$ cat src/rtl/pss_pkg.sv
package pss_pkg;
  typedef enum logic [1:0] {
    SEG_OFF  = 2'b00,
    SEG_QTR  = 2'b01,
    SEG_HALF = 2'b10,
    SEG_FULL = 2'b11
  } seg_t;

  typedef enum logic [1:0] {
    ST_OFF  = 2'd0,
    ST_SKIP = 2'd1,
    ST_RUN  = 2'd2
  } state_t;

  // synchronized input vector bit positions
  localparam int unsigned IN_EN    = 0;
  localparam int unsigned IN_UV    = 1;
  localparam int unsigned IN_OT    = 2;
  localparam int unsigned IN_ABOVE = 3;
  localparam int unsigned IN_BELOW = 4;
  localparam int unsigned IN_SHORT = 5;
  localparam int unsigned IN_W     = 6;
endpackage

$ cat src/rtl/pss_sync.sv
module pss_sync #(
  parameter int unsigned WIDTH  = 6,
  parameter int unsigned STAGES = 2
) (
  input  logic             clk_i,
  input  logic             rst_ni,
  input  logic [WIDTH-1:0] d_i,
  output logic [WIDTH-1:0] q_o
);
  logic [WIDTH-1:0] stage_q [STAGES];

  for (genvar s = 0; s < STAGES; s++) begin : g_stage
    always_ff @(posedge clk_i or negedge rst_ni) begin
      if (!rst_ni) begin
        stage_q[s] <= '0;
      end else if (s == 0) begin
        stage_q[s] <= d_i;
      end else begin
        stage_q[s] <= stage_q[(s == 0) ? 0 : s-1];
      end
    end
  end

  assign q_o = stage_q[STAGES-1];
endmodule

$ cat src/rtl/pss_escalate.sv
module pss_escalate
  import pss_pkg::*;
#(
  parameter int unsigned QTR_CYC  = 3,
  parameter int unsigned HALF_CYC = 7
) (
  input  logic clk_i,
  input  logic rst_ni,
  input  logic run_i,
  output seg_t level_o
);
  localparam int unsigned SAT   = QTR_CYC + HALF_CYC;
  localparam int unsigned CNT_W = $clog2(SAT + 1);
  localparam logic [CNT_W-1:0] CNT_SAT  = CNT_W'(SAT);
  localparam logic [CNT_W-1:0] CNT_HALF = CNT_W'(QTR_CYC);

  logic [CNT_W-1:0] cyc_q;

  // count charge cycles since restart; held at zero outside run
  always_ff @(posedge clk_i or negedge rst_ni) begin
    if (!rst_ni) begin
      cyc_q <= '0;
    end else if (!run_i) begin
      cyc_q <= '0;
    end else if (cyc_q != CNT_SAT) begin
      cyc_q <= cyc_q + 1'b1;
    end
  end

  always_comb begin
    if (cyc_q < CNT_HALF)     level_o = SEG_QTR;
    else if (cyc_q < CNT_SAT) level_o = SEG_HALF;
    else                      level_o = SEG_FULL;
  end
endmodule

$ cat src/rtl/pss_short_gate.sv
module pss_short_gate #(
  parameter int unsigned PERIOD_W = 4
) (
  input  logic clk_i,
  input  logic rst_ni,
  output logic allow_o
);
  logic [PERIOD_W-1:0] cnt_q;

  always_ff @(posedge clk_i or negedge rst_ni) begin
    if (!rst_ni) cnt_q <= '0;
    else         cnt_q <= cnt_q + 1'b1;
  end

  assign allow_o = (cnt_q == '0);
endmodule

$ cat src/rtl/pss_ctrl.sv
module pss_ctrl
  import pss_pkg::*;
#(
  parameter int unsigned SYNC_STAGES = 2,
  parameter int unsigned QTR_CYC     = 3,
  parameter int unsigned HALF_CYC    = 7,
  parameter int unsigned SHORT_W     = 4
) (
  input  logic       clk_i,
  input  logic       rst_ni,
  input  logic       en_i,
  input  logic       uv_i,
  input  logic       ot_i,
  input  logic       above_i,
  input  logic       below_i,
  input  logic       short_i,
  output logic       active_o,
  output logic [1:0] seg_o
);
  logic [IN_W-1:0] raw, syn;
  logic   fault, s_above, s_below, s_short, allow;
  state_t state_q, state_d;
  seg_t   level;

  assign raw = {short_i, below_i, above_i, ot_i, uv_i, en_i};

  pss_sync #(.WIDTH(IN_W), .STAGES(SYNC_STAGES)) i_sync (
    .clk_i (clk_i),
    .rst_ni(rst_ni),
    .d_i   (raw),
    .q_o   (syn)
  );

  assign fault   = !syn[IN_EN] | syn[IN_UV] | syn[IN_OT];
  assign s_above = syn[IN_ABOVE];
  assign s_below = syn[IN_BELOW];
  assign s_short = syn[IN_SHORT];

  always_comb begin
    state_d = state_q;
    if (fault) begin
      state_d = ST_OFF;
    end else begin
      unique case (state_q)
        ST_OFF:  state_d = ST_SKIP;
        ST_SKIP: if (s_below && !s_above) state_d = ST_RUN;
        ST_RUN:  if (s_above) state_d = ST_SKIP;
        default: state_d = ST_OFF;
      endcase
    end
  end

  always_ff @(posedge clk_i or negedge rst_ni) begin
    if (!rst_ni) state_q <= ST_OFF;
    else         state_q <= state_d;
  end

  pss_escalate #(.QTR_CYC(QTR_CYC), .HALF_CYC(HALF_CYC)) i_escalate (
    .clk_i  (clk_i),
    .rst_ni (rst_ni),
    .run_i  (state_q == ST_RUN),
    .level_o(level)
  );

  pss_short_gate #(.PERIOD_W(SHORT_W)) i_short_gate (
    .clk_i  (clk_i),
    .rst_ni (rst_ni),
    .allow_o(allow)
  );

  assign active_o = (state_q == ST_RUN) && (!s_short || allow);
  assign seg_o    = active_o ? level : SEG_OFF;
endmodule

$ cat config.mk
export PLATFORM = sky130hd
export DESIGN_NAME = pss_ctrl
export DESIGN_NICKNAME = d
export VERILOG_FILES = /design/src/rtl/pss_pkg.sv /design/src/rtl/pss_sync.sv /design/src/rtl/pss_escalate.sv /design/src/rtl/pss_short_gate.sv /design/src/rtl/pss_ctrl.sv
export SDC_FILE = /design/constraint.sdc
export NUM_CORES = 1
export LEC_CHECK = 0
export ABC_AREA = 1
export BUFFER_PORTS_ARGS = -buffer_cell sky130_fd_sc_hd__buf_4
export CORE_MARGIN = 2
export CORE_UTILIZATION = 57
export CTS_BUF_LIST = sky130_fd_sc_hd__clkbuf_2
export CTS_CLUSTER_DIAMETER = 30
export DETAILED_ROUTE_END_ITERATION = 8
export PLACE_DENSITY = 0.82
export SYNTH_ARGS = -nofsm -noshare
export SYNTH_HDL_FRONTEND = slang
export SYNTH_SLANG_ARGS = --single-unit
$ cat constraint.sdc
create_clock -name clk_i -period 1.4 [get_ports clk_i]
set_input_delay 0.14 -clock clk_i [delete_from_list [all_inputs] [get_ports clk_i]]
set_output_delay 0.14 -clock clk_i [all_outputs]
set_load 0.03 [all_outputs]
==> run metrics, run 1 <==
R2R Path Start=i_escalate.cyc_q[0]$_DFFE_PN0P_; slowest stage delay, CP=~0.45 ns; worst path cell trace=ha_2 > inv_2 > nand2_4 > nor2_4 > nor2_2 > nor2_2 > buf_6; DR WL/cell=between 15 and 20 µm; Yosys cell types=16; most used cell, CP=nor2_2; DR DRC count=0; Row Count=13; worst r2r path cells=7; Vias=655; GRT Overall Usage=roughly a quarter; die area=1822 µm²; Worst-path clk slew=0.20 ns; P&R area growth vs syn=36.36%; Final Cycle Share=118.2%; Routed Antenna Nets=0; fin worst setup slack=-0.2542 ns; leading area contributor after synthesis=dfrtp_1; CP endpoint kind=output pin; Final GP Congestion=between 0.7 and 0.8; initial antenna violation count=0; WL final=2163 µm; critical path type=register to output pin; Seq/Total Area, Yosys=between 60% and 70%; port bufs=10; Peak VDD IR=0.7557 mV; Worst-Margin Slew=roughly 0.28 ns; R2R setup slack=approximately 0.08 ns; H-Tree Depth=1; status=complete, but fails checks; syn_nets=90; Fmax=approximately 600 MHz; Static Leak=~0.00059 µW; Synth area leaders=dfrtp_1 (65%), nand2_1 (6.6%), ha_1 (5.9%); met2 WL=around 1200 µm; Post-Route Utilization=86.19%; Buf/Inv on CP=2; critical path data required time=about 1.3 ns; Slowest-stage cell, CP=dfrtp_1; CTS Buf Count=3; die height=roughly 43 µm; Synth Instances=78; largest delay contributor family on the critical path=flip-flops; met3 WL=around 65 µm; Post-Route M1 WL=~800 µm; violated checks=setup timing; ys flop type=dfrtp_1; async set-or-reset flop fraction in the synthesized netlist=100.0%; # placed instances=roughly 100; CP max FO=2; area of the mapped netlist=853.3 µm²; Hold Crit Class=primary input to async pin; CTS tree=done; ant diodes=0; synthesized area per cell=between 10 and 15 µm²; crit path DAT=approximately 1.5 ns; Root Driver=clkbuf_2; initial core utilization=63.21%; vias in the first global route=674; I/O pin cnt=11; largest net degree at the start of global routing=23; Iter 0 DRT Violations=7; total global routing overflow=0; Clock Tree Buf Depth=2; final count of negative-setup-slack endpoints=3; area share of the largest cell type after synthesis=64.52%; chip width=42.69 µm; core footprint=1350 µm²; Clock Latency Late Sink=0.33 ns; startpoint types=register; max-slew violations=0; Max-Slew Margin vs Limit=about 81%; Final Hold Fails=0; RSZ-0062 raised after global routing=yes; share of layout cells above drive strength 1=between 30 and 40%; dpl hpwl=965.7 µm; top sig layer=met4; post-DR vias/cell=about 5.3; clk_skew=0.002206 ns; NumNets Final=between 100 and 150; synth warn=0; max-cap viol count=0; fillers=67; EDFF count, synth=0; final worst path period need=between 1.5 and 2 ns; drt first pass iters=4; post-route insts no fill=124; clk sinks=22; FF-to-FF End=i_escalate.cyc_q[0]$_DFFE_PN0P_; Cell Pwr Density=about 840 nW/µm²; Yosys reg bits=22; first-pass GRT wire length=just under 3000 µm
## synth_stat cells, types with 2 or more instances
master   count
inv_1        9
nand4_1      2
dfrtp_1     22
nand2_1     15
nor2_1      11
inv_2        2
ha_1         4
nand3_1      4
xor2_1       2
## worst reg2reg max path, stage by stage, from the launching register on
cell,delay [ns]
dfrtp_1,0.45
buf_4,0.15
inv_1,0.07
ha_1,0.22
nand3_4,0.11
nor2_2,0.15
nand2_1,0.06
nand2_1,0.07
## report_power, final
group          switching, µW  leakage (µW)  internal, µW  total (µW)
Clock                    191     0.0000140          62.1         253
Sequential              10.7      0.000275           655         666
Combinational           27.2      0.000304          29.7        56.9
Total                    229      0.000593           747         976
## flip-flops by register name, indices dropped and copies added, names as in the netlist
register and flops:
i_sync.q_o 6, state_q 2, i_sync.stage_q 6, i_short_gate.cnt_q 4, i_escalate.cyc_q 4
## cell families (layout without fill, tap and decap cells)
kind of cell / count (synthesis) / in the layout / synth area share (%)
and+or+nand+nor: 37 / 37 / 20.82
DFF: 22 / 22 / 64.52
buffers and inverters: 11 / 42 / 4.839
adders and majority gates: 4 / 4 / 5.865
xor gates and xnor gates: 3 / 3 / 3.080
AOI/OAI and AO/OA: 1 / 1 / 0.8801
## metal layers
metal / global-route usage, % / vias to the layer above
li1: - / 302
met1: 25.07 / 326
met2: 38.48 / 20
met3: 3.830 / 7
met4: 22.50 / 0
met5: 0 / -
## through the flow
| stage | setup TNS [ns] | area [µm²] | hold WS, ns | total power [µW] | setup WS (ns) |
|---|---|---|---|---|---|
| final | -0.4789 | 1164 | 0.2048 | 976.2 | -0.2542 |
| after global routing | -0.8482 | 1164 | 0.2050 | 1020 | -0.3617 |
| after CTS | -0.3831 | 1124 | 0.2038 | 969.1 | -0.2020 |
| after detailed placement | 0 | 957.2 | 0.03813 | 711.6 | 0.1109 |
| after global placement | 0 | 957.2 | 0.03422 | 708.3 | 0.1442 |
| after floorplan | 0 | 855.8 | -0.1556 | 681.0 | 0.1057 |
## cell type report
class / instances / area, µm² / area share (%)
clock buffers: 3 / 15.01 / 1.290
clock inverters: 1 / 3.754 / 0.3226
inverters: 11 / 41.29 / 3.548
multi-input cells: 45 / 306.5 / 26.34
flip-flops and latches: 22 / 550.5 / 47.31
well taps: 15 / 18.77 / 1.613
repair buffers: 27 / 227.7 / 19.57
## layout by cell type (no fill, tap or decap)
cell type      instances
dfrtp_1               22
buf_4                 18
nand3b_1               1
inv_1                  6
dlygate4sd3_1          7
xor2_1                 2
buf_6                  2
nor3_1                 1
nor2_4                 2
ha_2                   1
clkbuf_2               3
clkinv_1               1
nand2_2                3
nand3_4                1
nand2_4                1
nor2_2                 4
ha_1                   2
inv_2                  5
nand2_1               11
nand4_1                2
nor2_1                 7
xnor2_1                1
nand3_1                4
ha_4                   1
o21a_1                 1
## repair_timing
item | in CTS | in global routing
gates resized for setup | 8 | 9
hold endpoints to repair | 28 | 0
setup endpoints to repair | 3 | 3
buffers inserted | 7 | 2
pin swaps | 5 | 7
hold buffers | 7 | 0
## worst max-delay path by stage
stage                                    start  endpoint  slack [ns]  depth (start not counted)
6_report       i_escalate.cyc_q[1]$_DFFE_PN0P_  seg_o[0]       -0.25                          7
5_1_grt        i_escalate.cyc_q[0]$_DFFE_PN0P_  seg_o[0]       -0.36                          7
4_1_cts        i_escalate.cyc_q[0]$_DFFE_PN0P_  seg_o[0]       -0.20                          7
3_5_place_dp   i_escalate.cyc_q[1]$_DFFE_PN0P_  seg_o[0]        0.11                          7
3_3_place_gp   i_escalate.cyc_q[1]$_DFFE_PN0P_  seg_o[0]        0.14                          7
2_1_floorplan  i_short_gate.cnt_q[0]$_DFF_PN0_  seg_o[1]        0.11                          6
Power figures use the tool's default switching activity.
==> inputs of run 2 (changes only) <==
--- a/config.mk
+++ b/config.mk
@@ -5,7 +5,6 @@
 export SDC_FILE = /design/constraint.sdc
 export NUM_CORES = 1
 export LEC_CHECK = 0
-export ABC_AREA = 1
 export BUFFER_PORTS_ARGS = -buffer_cell sky130_fd_sc_hd__buf_4
 export CORE_MARGIN = 2
 export CORE_UTILIZATION = 57
==> run 2 against run 1 <==
The flow still finishes with violations (setup timing); via count shrank 19%; critical path depth shrank 1; synthesized cell count shrank 24%; area after synthesis fell by 6.3%; sequential power down 0.8%; worst setup slack worse by 0.27 ns; die area decreased by 5.7%; non-clock buffer count fell by 2; clock power down 12%; maximum frequency down 14%; total power is 4.6% lower.
==> run metrics, run 2 <==
Design Area, Final=1087 µm² (-6.6%); grt met2 use=34.38% (-4.1 points); Clock Latency Late Sink=0.29 ns (-0.04 ns); async set-or-reset flop fraction in the synthesized netlist=100.0% (unchanged); dpl hpwl=913.1 µm (-5.4%); Cell Pwr Density=856.3 nW/µm² (+2.1%); compound-cell area share of the yosys netlist=6.729% (+5.8 points); Yosys reg bits=22 (unchanged); port bufs=10 (unchanged); mux share of post-synthesis cell area=0% (unchanged); area share of fa/ha/maj cells after synthesis=6.260% (+0.39 points); post-DR vias/cell=5.186 (-1.8%); Worst setup startpoint=i_short_gate.cnt_q[1]$_DFF_PN0_; final count of negative-setup-slack endpoints=3 (unchanged); max-cap viol count=0 (unchanged); Clock Tree Buf Depth=2 (unchanged); WL final=1466 µm (-32%); R2R Path Start=i_escalate.cyc_q[0]$_DFFE_PN0P_; syn_nets=71 (-21%); crit path DAT=1.79 ns (+0.28 ns); Iter 0 DRT Violations=5 (-2); clk_skew=0.004455 ns (+0.002248 ns); fillers=65 (-3.0%); NumNets Final=101 (-17%); area of the mapped netlist=799.5 µm² (-6.3%); GR peak layer=met2; GR Util met3=3.913% (+0.083 points); CTS tree=done; Routed Antenna Nets=0 (unchanged); max-slew violations=0 (unchanged); Peak VDD IR=0.8281 mV (+9.6%); R2R setup slack=0.13 ns (+0.05 ns); P&R area growth vs syn=35.99%; Max-Slew Margin vs Limit=75.79% (-5.4 points); I/O pin cnt=11 (unchanged); post-route insts no fill=102 (-18%); Worst-path clk slew=0.18 ns (-0.02 ns); first-pass GRT wire length=2435 µm (-18%); initial core utilization=61.44% (-1.8 points); Vias=529 (-19%); DR WL/cell=14.37 µm (-18%); GRT Overall Usage=19.55% (-4.0 points); Worst-Margin Slew=0.3594 ns (+0.07776 ns); placed instance area=960.9 µm² (+0.39%); CP max FO=3 (+1); total power=931.1 µW (-4.6%); synth warn=0 (unchanged); initial antenna violation count=0 (unchanged); Seq/Total Area, Yosys=68.86% (+4.3 points); final worst path period need=1.927 ns (+0.2729 ns); vias in the first global route=555 (-18%); CTS Buf Count=3 (unchanged); area share of the largest cell type after synthesis=68.86% (+4.3 points); multi-input logic area=267.8 µm² (-13%); startpoint types=register; Final GP Congestion=0.7298 (-4.7%); largest net degree at the start of global routing=23 (unchanged); DR DRC count=0 (unchanged); core footprint=1301 µm² (-3.6%); die area=1718 µm² (-5.7%); commonest non-fill, non-tap cell in the layout=dfrtp_1; RSZ-0062 raised after global routing=yes; synth cell count leaders=dfrtp_1 (22), inv_1 (5), ha_1 (4); Final Cycle Share=137.6% (+19 points); drt first pass iters=4 (unchanged); Row Count=13 (unchanged); count leader, synth=dfrtp_1; worst hold slack=0.2340 ns (+0.02917 ns); Setup crit end=seg_o[0]; CP endpoint kind=output pin; clk sinks=22 (unchanged); fin worst setup slack=-0.5271 ns (-0.2729 ns); Post-Synth XOR/XNOR Area=4.382% (+1.3 points); critical path data required time=1.26 ns (about the same); Hold Crit Class=primary input to async pin; share of layout cells above drive strength 1=32.18% (-5.4 points); worst r2r path cells=6 (-1); largest family of logic cells by synthesized area=simple AND/OR/NAND/NOR gates; Synth Instances=59 (-24%); Final Hold Fails=0 (unchanged); die height=41.45 µm (-2.9%); ys flop type=dfrtp_1; # placed instances=91 (-13%); leading area contributor after synthesis=dfrtp_1; H-Tree Depth=1 (unchanged); synthesized area per cell=13.55 µm² (+24%); Sum Neg Setup Slack=-1.520 ns (-1.041 ns); Synth area leaders=dfrtp_1 (69%), ha_1 (6.3%), inv_1 (2.3%); Simple-Gate Fraction of Synth Area=11.42% (-9.4 points); Root Driver=clkbuf_2; total global routing overflow=0 (unchanged); Yosys cell types=21 (+5); most frequent cells in the layout=dfrtp_1 (22), buf_4 (15), dlygate4sd3_1 (7); status=complete, but fails checks; met1 GRT Util=24.32% (-0.76 points); violated checks=setup timing; EDFF count, synth=0 (unchanged); FF-to-FF End=i_escalate.cyc_q[1]$_DFFE_PN0P_; ant diodes=0 (unchanged); chip width=41.45 µm (-2.9%); FF/Latch Area=550.5 µm² (unchanged); Fmax=518.9 MHz (-14%); Static Leak=0.0005345 µW (-9.8%); critical path type=register to output pin
==> run 2: cell count changes after synthesis, sizes merged, moves of 2 or more <==
cell and change:
a21oi +2, inv -6, nand2 -13, nand2b +2
nand3 -3, nand4 -2, nor2 -10, o21ai +3
==> run 2: worst min-delay path by stage <==
stage                     slack, ns  depth (start not counted)    from                               to
after global routing           0.23                          2  rst_ni  i_escalate.cyc_q[0]$_DFFE_PN0P_
final                          0.23                          2  rst_ni  i_short_gate.cnt_q[3]$_DFF_PN0_
after global placement         0.04                          1  rst_ni  i_escalate.cyc_q[2]$_DFFE_PN0P_
after CTS                      0.22                          2  rst_ni  i_short_gate.cnt_q[0]$_DFF_PN0_
after detailed placement       0.04                          1  rst_ni  i_escalate.cyc_q[2]$_DFFE_PN0P_
after floorplan               -0.16                          0  rst_ni  i_escalate.cyc_q[0]$_DFFE_PN0P_
==> run 2: report_power, final <==
| group | total, µW | switching (µW) | internal [µW] |
|---|---|---|---|
| sequential | 661 | 6.30 | 654 |
| clock | 222 | 163 | 58.5 |
| combinational | 48.7 | 20.6 | 28.1 |
| total | 931 | 190 | 741 |
==> run 2: layout make-up <==
cell class | instances | share of cell area [%]
multi-input combinational | 32 | 24.63
inverter | 5 | 1.726
tap | 15 | 1.726
sequential | 22 | 50.63
clock buffer | 3 | 1.381
timing repair buffer | 25 | 19.91
==> run 2: timing repair <==
action / CTS / global route
resized for setup: 7 / 2
endpoints found under the setup margin: 3 / 3
setup buffers: 0 / 1
hold endpoints to repair: 28 / 0
pin swaps: 2 / 1
hold buffers: 7 / 0
==> run 2: cells by family after synthesis <==
| kind of cell | after synthesis |
|---|---|
| AND/OR/NAND/NOR | 16 |
| adder cells (fa/ha/maj) | 4 |
| flip-flops | 22 |
| buffers and inverters | 5 |
| AO/OA/AOI/OAI | 8 |
| XOR/XNOR | 4 |
==> run 2: metal layers <==
layer | vias up | wire length [µm]
li1 | 252 | -
met3 | 4 | 49
met1 | 258 | 552
met2 | 15 | 835
met5 | - | 0
met4 | 0 | 29
==> run 2: worst max-delay path, stage by stage (launching register included) <==
cell and delay, ns:
dfrtp_1 0.44, inv_2 0.08, ha_4 0.12, or3b_4 0.37, a21o_4 0.23, a21oi_4 0.11
buf_6 0.14
==> run 2: stage by stage <==
step	setup slack (ns)	util [%]
after floorplan	-0.08557	-
after global placement	-0.1324	73.85
after detailed placement	-0.1930	73.85
after CTS	-0.5438	82.21
after global routing	-0.6144	83.56
final	-0.5271	83.56
==> inputs of run 3 (changes only) <==
--- a/config.mk
+++ b/config.mk
@@ -11,6 +11,7 @@
 export CTS_BUF_LIST = sky130_fd_sc_hd__clkbuf_2
 export CTS_CLUSTER_DIAMETER = 30
 export DETAILED_ROUTE_END_ITERATION = 8
+export MAX_ROUTING_LAYER = met4
 export PLACE_DENSITY = 0.82
 export SYNTH_ARGS = -nofsm -noshare
 export SYNTH_HDL_FRONTEND = slang
==> run 3 against run 2 <==
The flow still finishes with violations (setup timing); utilization did not move; total power shrank 0.29%; worst hold slack gained 0.0029 ns; cell count unchanged; register-to-register slack barely moved; sequential power about the same; maximum frequency is 0.22% higher; die area is the same; critical path depth unchanged; largest cell class unchanged; largest power group unchanged; highest routed layer unchanged.
==> run metrics, run 3 (synthesized netlist as in run 2, its figures left out) <==
status=complete, but fails checks; violated checks=setup timing; commonest non-fill, non-tap cell in the layout=dfrtp_1; Static Leak=0.0005345 µW (unchanged); max-cap viol count=0 (unchanged); fin worst setup slack=-0.5228 ns (+0.004279 ns); Worst-Margin Slew=0.3589 ns (-0.0004210 ns); P&R area growth vs syn=35.99% (unchanged); startpoint types=register; Worst-path clk slew=0.17 ns (about the same); post-DR vias/cell=5.225 (+0.76%); most frequent cells in the layout=dfrtp_1 (22), buf_4 (15), dlygate4sd3_1 (7); Peak VDD IR=0.8200 mV (-0.98%); met3 WL=52 µm (+6.1%); met2 WL=819 µm (-1.9%); Vias=533 (+0.76%); Place WS=-0.1930 ns (unchanged); max-slew violations=0 (unchanged); vias in the first global route=561 (+1.1%); Iter 0 DRT Violations=8 (+3); I/O pin cnt=11 (unchanged); placed instance area=960.9 µm² (unchanged); Hold Crit Class=primary input to async pin; CTS Buf Count=3 (unchanged); initial antenna violation count=0 (unchanged); slowest stage delay, CP=0.43 ns (about the same); chip width=41.45 µm (unchanged); share of layout cells above drive strength 1=32.18% (unchanged); Routed Antenna Nets=0 (unchanged); Clock Tree Buf Depth=2 (unchanged); post-route insts no fill=102 (unchanged); final count of negative-setup-slack endpoints=3 (unchanged); Final Cycle Share=137.3% (-0.31 points); top sig layer=met4; Post-Route M1 WL=530 µm (-4.0%); crit path DAT=1.78 ns (about the same); die area=1718 µm² (unchanged); critical path type=register to output pin; Cell Pwr Density=853.8 nW/µm² (-0.29%); CP endpoint kind=output pin; CTS tree=done; core footprint=1301 µm² (unchanged); Max-Slew Margin vs Limit=75.82% (about the same); fillers=65 (unchanged); CP max FO=3 (unchanged); initial core utilization=61.44% (unchanged); critical path data required time=1.26 ns (about the same); largest delay contributor family on the critical path=flip-flops; dpl hpwl=913.1 µm (unchanged); DR DRC count=0 (unchanged); H-Tree Depth=1 (unchanged); Row Count=13 (unchanged); NumNets Final=101 (unchanged); Final Hold Fails=0 (unchanged); Slowest-stage cell, CP=dfrtp_1; GRT Overall Usage=20.02% (+0.47 points); RSZ-0062 raised after global routing=yes; WL final=1430 µm (-2.5%); ant diodes=0 (unchanged); Root Driver=clkbuf_2; Clock Latency Late Sink=0.29 ns (about the same); DR WL/cell=14.02 µm (-2.5%); Final GP Congestion=0.7387 (+1.2%); clk sinks=22 (unchanged); first-pass GRT wire length=2435 µm (unchanged); Fmax=520.1 MHz (+0.22%); worst path cell trace=inv_2 > ha_4 > or3b_4 > a21o_4 > a21oi_4 > buf_6; Buf/Inv on CP=2 (unchanged); largest net degree at the start of global routing=23 (unchanged); # placed instances=91 (unchanged); worst hold slack=0.2370 ns (+0.002940 ns); final worst path period need=1.923 ns (-0.004279 ns); drt first pass iters=4 (unchanged); port bufs=10 (unchanged); clk_skew=0.001923 ns (-0.002531 ns); total global routing overflow=0 (unchanged); total power=928.4 µW (-0.29%); die height=41.45 µm (unchanged); Design Area, Final=1087 µm² (unchanged)
==> run 3: cell counts in the layout (fill, tap and decap cells not counted) <==
Identical to the previous run, type by type.
==> run 3: area by class of cell <==
type | count | area, µm² | share of cell area, %
clock buffers | 3 | 15.01 | 1.381
well taps | 15 | 18.77 | 1.726
multi-input cells | 32 | 267.8 | 24.63
flip-flops and latches | 22 | 550.5 | 50.63
repair buffers | 25 | 216.5 | 19.91
inverters | 5 | 18.77 | 1.726
==> run 3: report_power, final <==
part	switching, µW	internal, µW	total (µW)
clock network	161	58.5	219
logic	20.4	28.1	48.5
registers	6.38	654	661
total	187	741	928
==> run 3: path summary, 6_finish.rpt <==
path	slack [ns]	startpoint	cells after the start	to
worst max-delay path	-0.52	i_short_gate.cnt_q[1]$_DFF_PN0_	6	seg_o[0]
worst min-delay path	0.24	rst_ni	2	i_sync.stage_q[9]$_DFF_PN0_
worst max register to register	0.14	i_escalate.cyc_q[1]$_DFFE_PN0P_	5	i_escalate.cyc_q[1]$_DFFE_PN0P_
worst min register to register	0.37	i_sync.stage_q[7]$_DFF_PN0_	0	i_sync.q_o[1]$_DFF_PN0_
max in group asynchronous	0.96	rst_ni	2	i_escalate.cyc_q[3]$_DFFE_PN0P_
min in group clk_i	0.37	i_sync.stage_q[7]$_DFF_PN0_	0	i_sync.q_o[1]$_DFF_PN0_
==> run 3: worst reg2reg max path, stage by stage (launching register included) <==
cell      delay (ns)
dfrtp_1         0.41
buf_4           0.15
ha_1            0.19
nand3b_1        0.16
nor2_1          0.07
a211oi_1        0.21
==> run 3: through the flow <==
stage,setup TNS (ns),utilization (%)
after floorplan,-0.2274,-
after global placement,-0.3387,73.85
after detailed placement,-0.5236,73.85
after CTS,-1.580,82.21
after global routing,-1.769,83.56
final,-1.504,83.56
==> run 3: metal layers <==
| layer | up-vias | track usage [%] |
|---|---|---|
| met1 | 260 | 23.71 |
| met2 | 17 | 34.69 |
| met4 | 0 | 5.806 |
| met3 | 4 | 3.913 |
| li1 | 252 | - |
| met5 | - | - |
==> run 3: what timing repair did <==
action | CTS | global route
pin swaps | 2 | 1
hold buffers | 7 | 0
gates resized for setup | 7 | 2
buffers inserted | 0 | 1
endpoints found under the hold margin | 28 | 0
setup endpoints to repair | 3 | 3
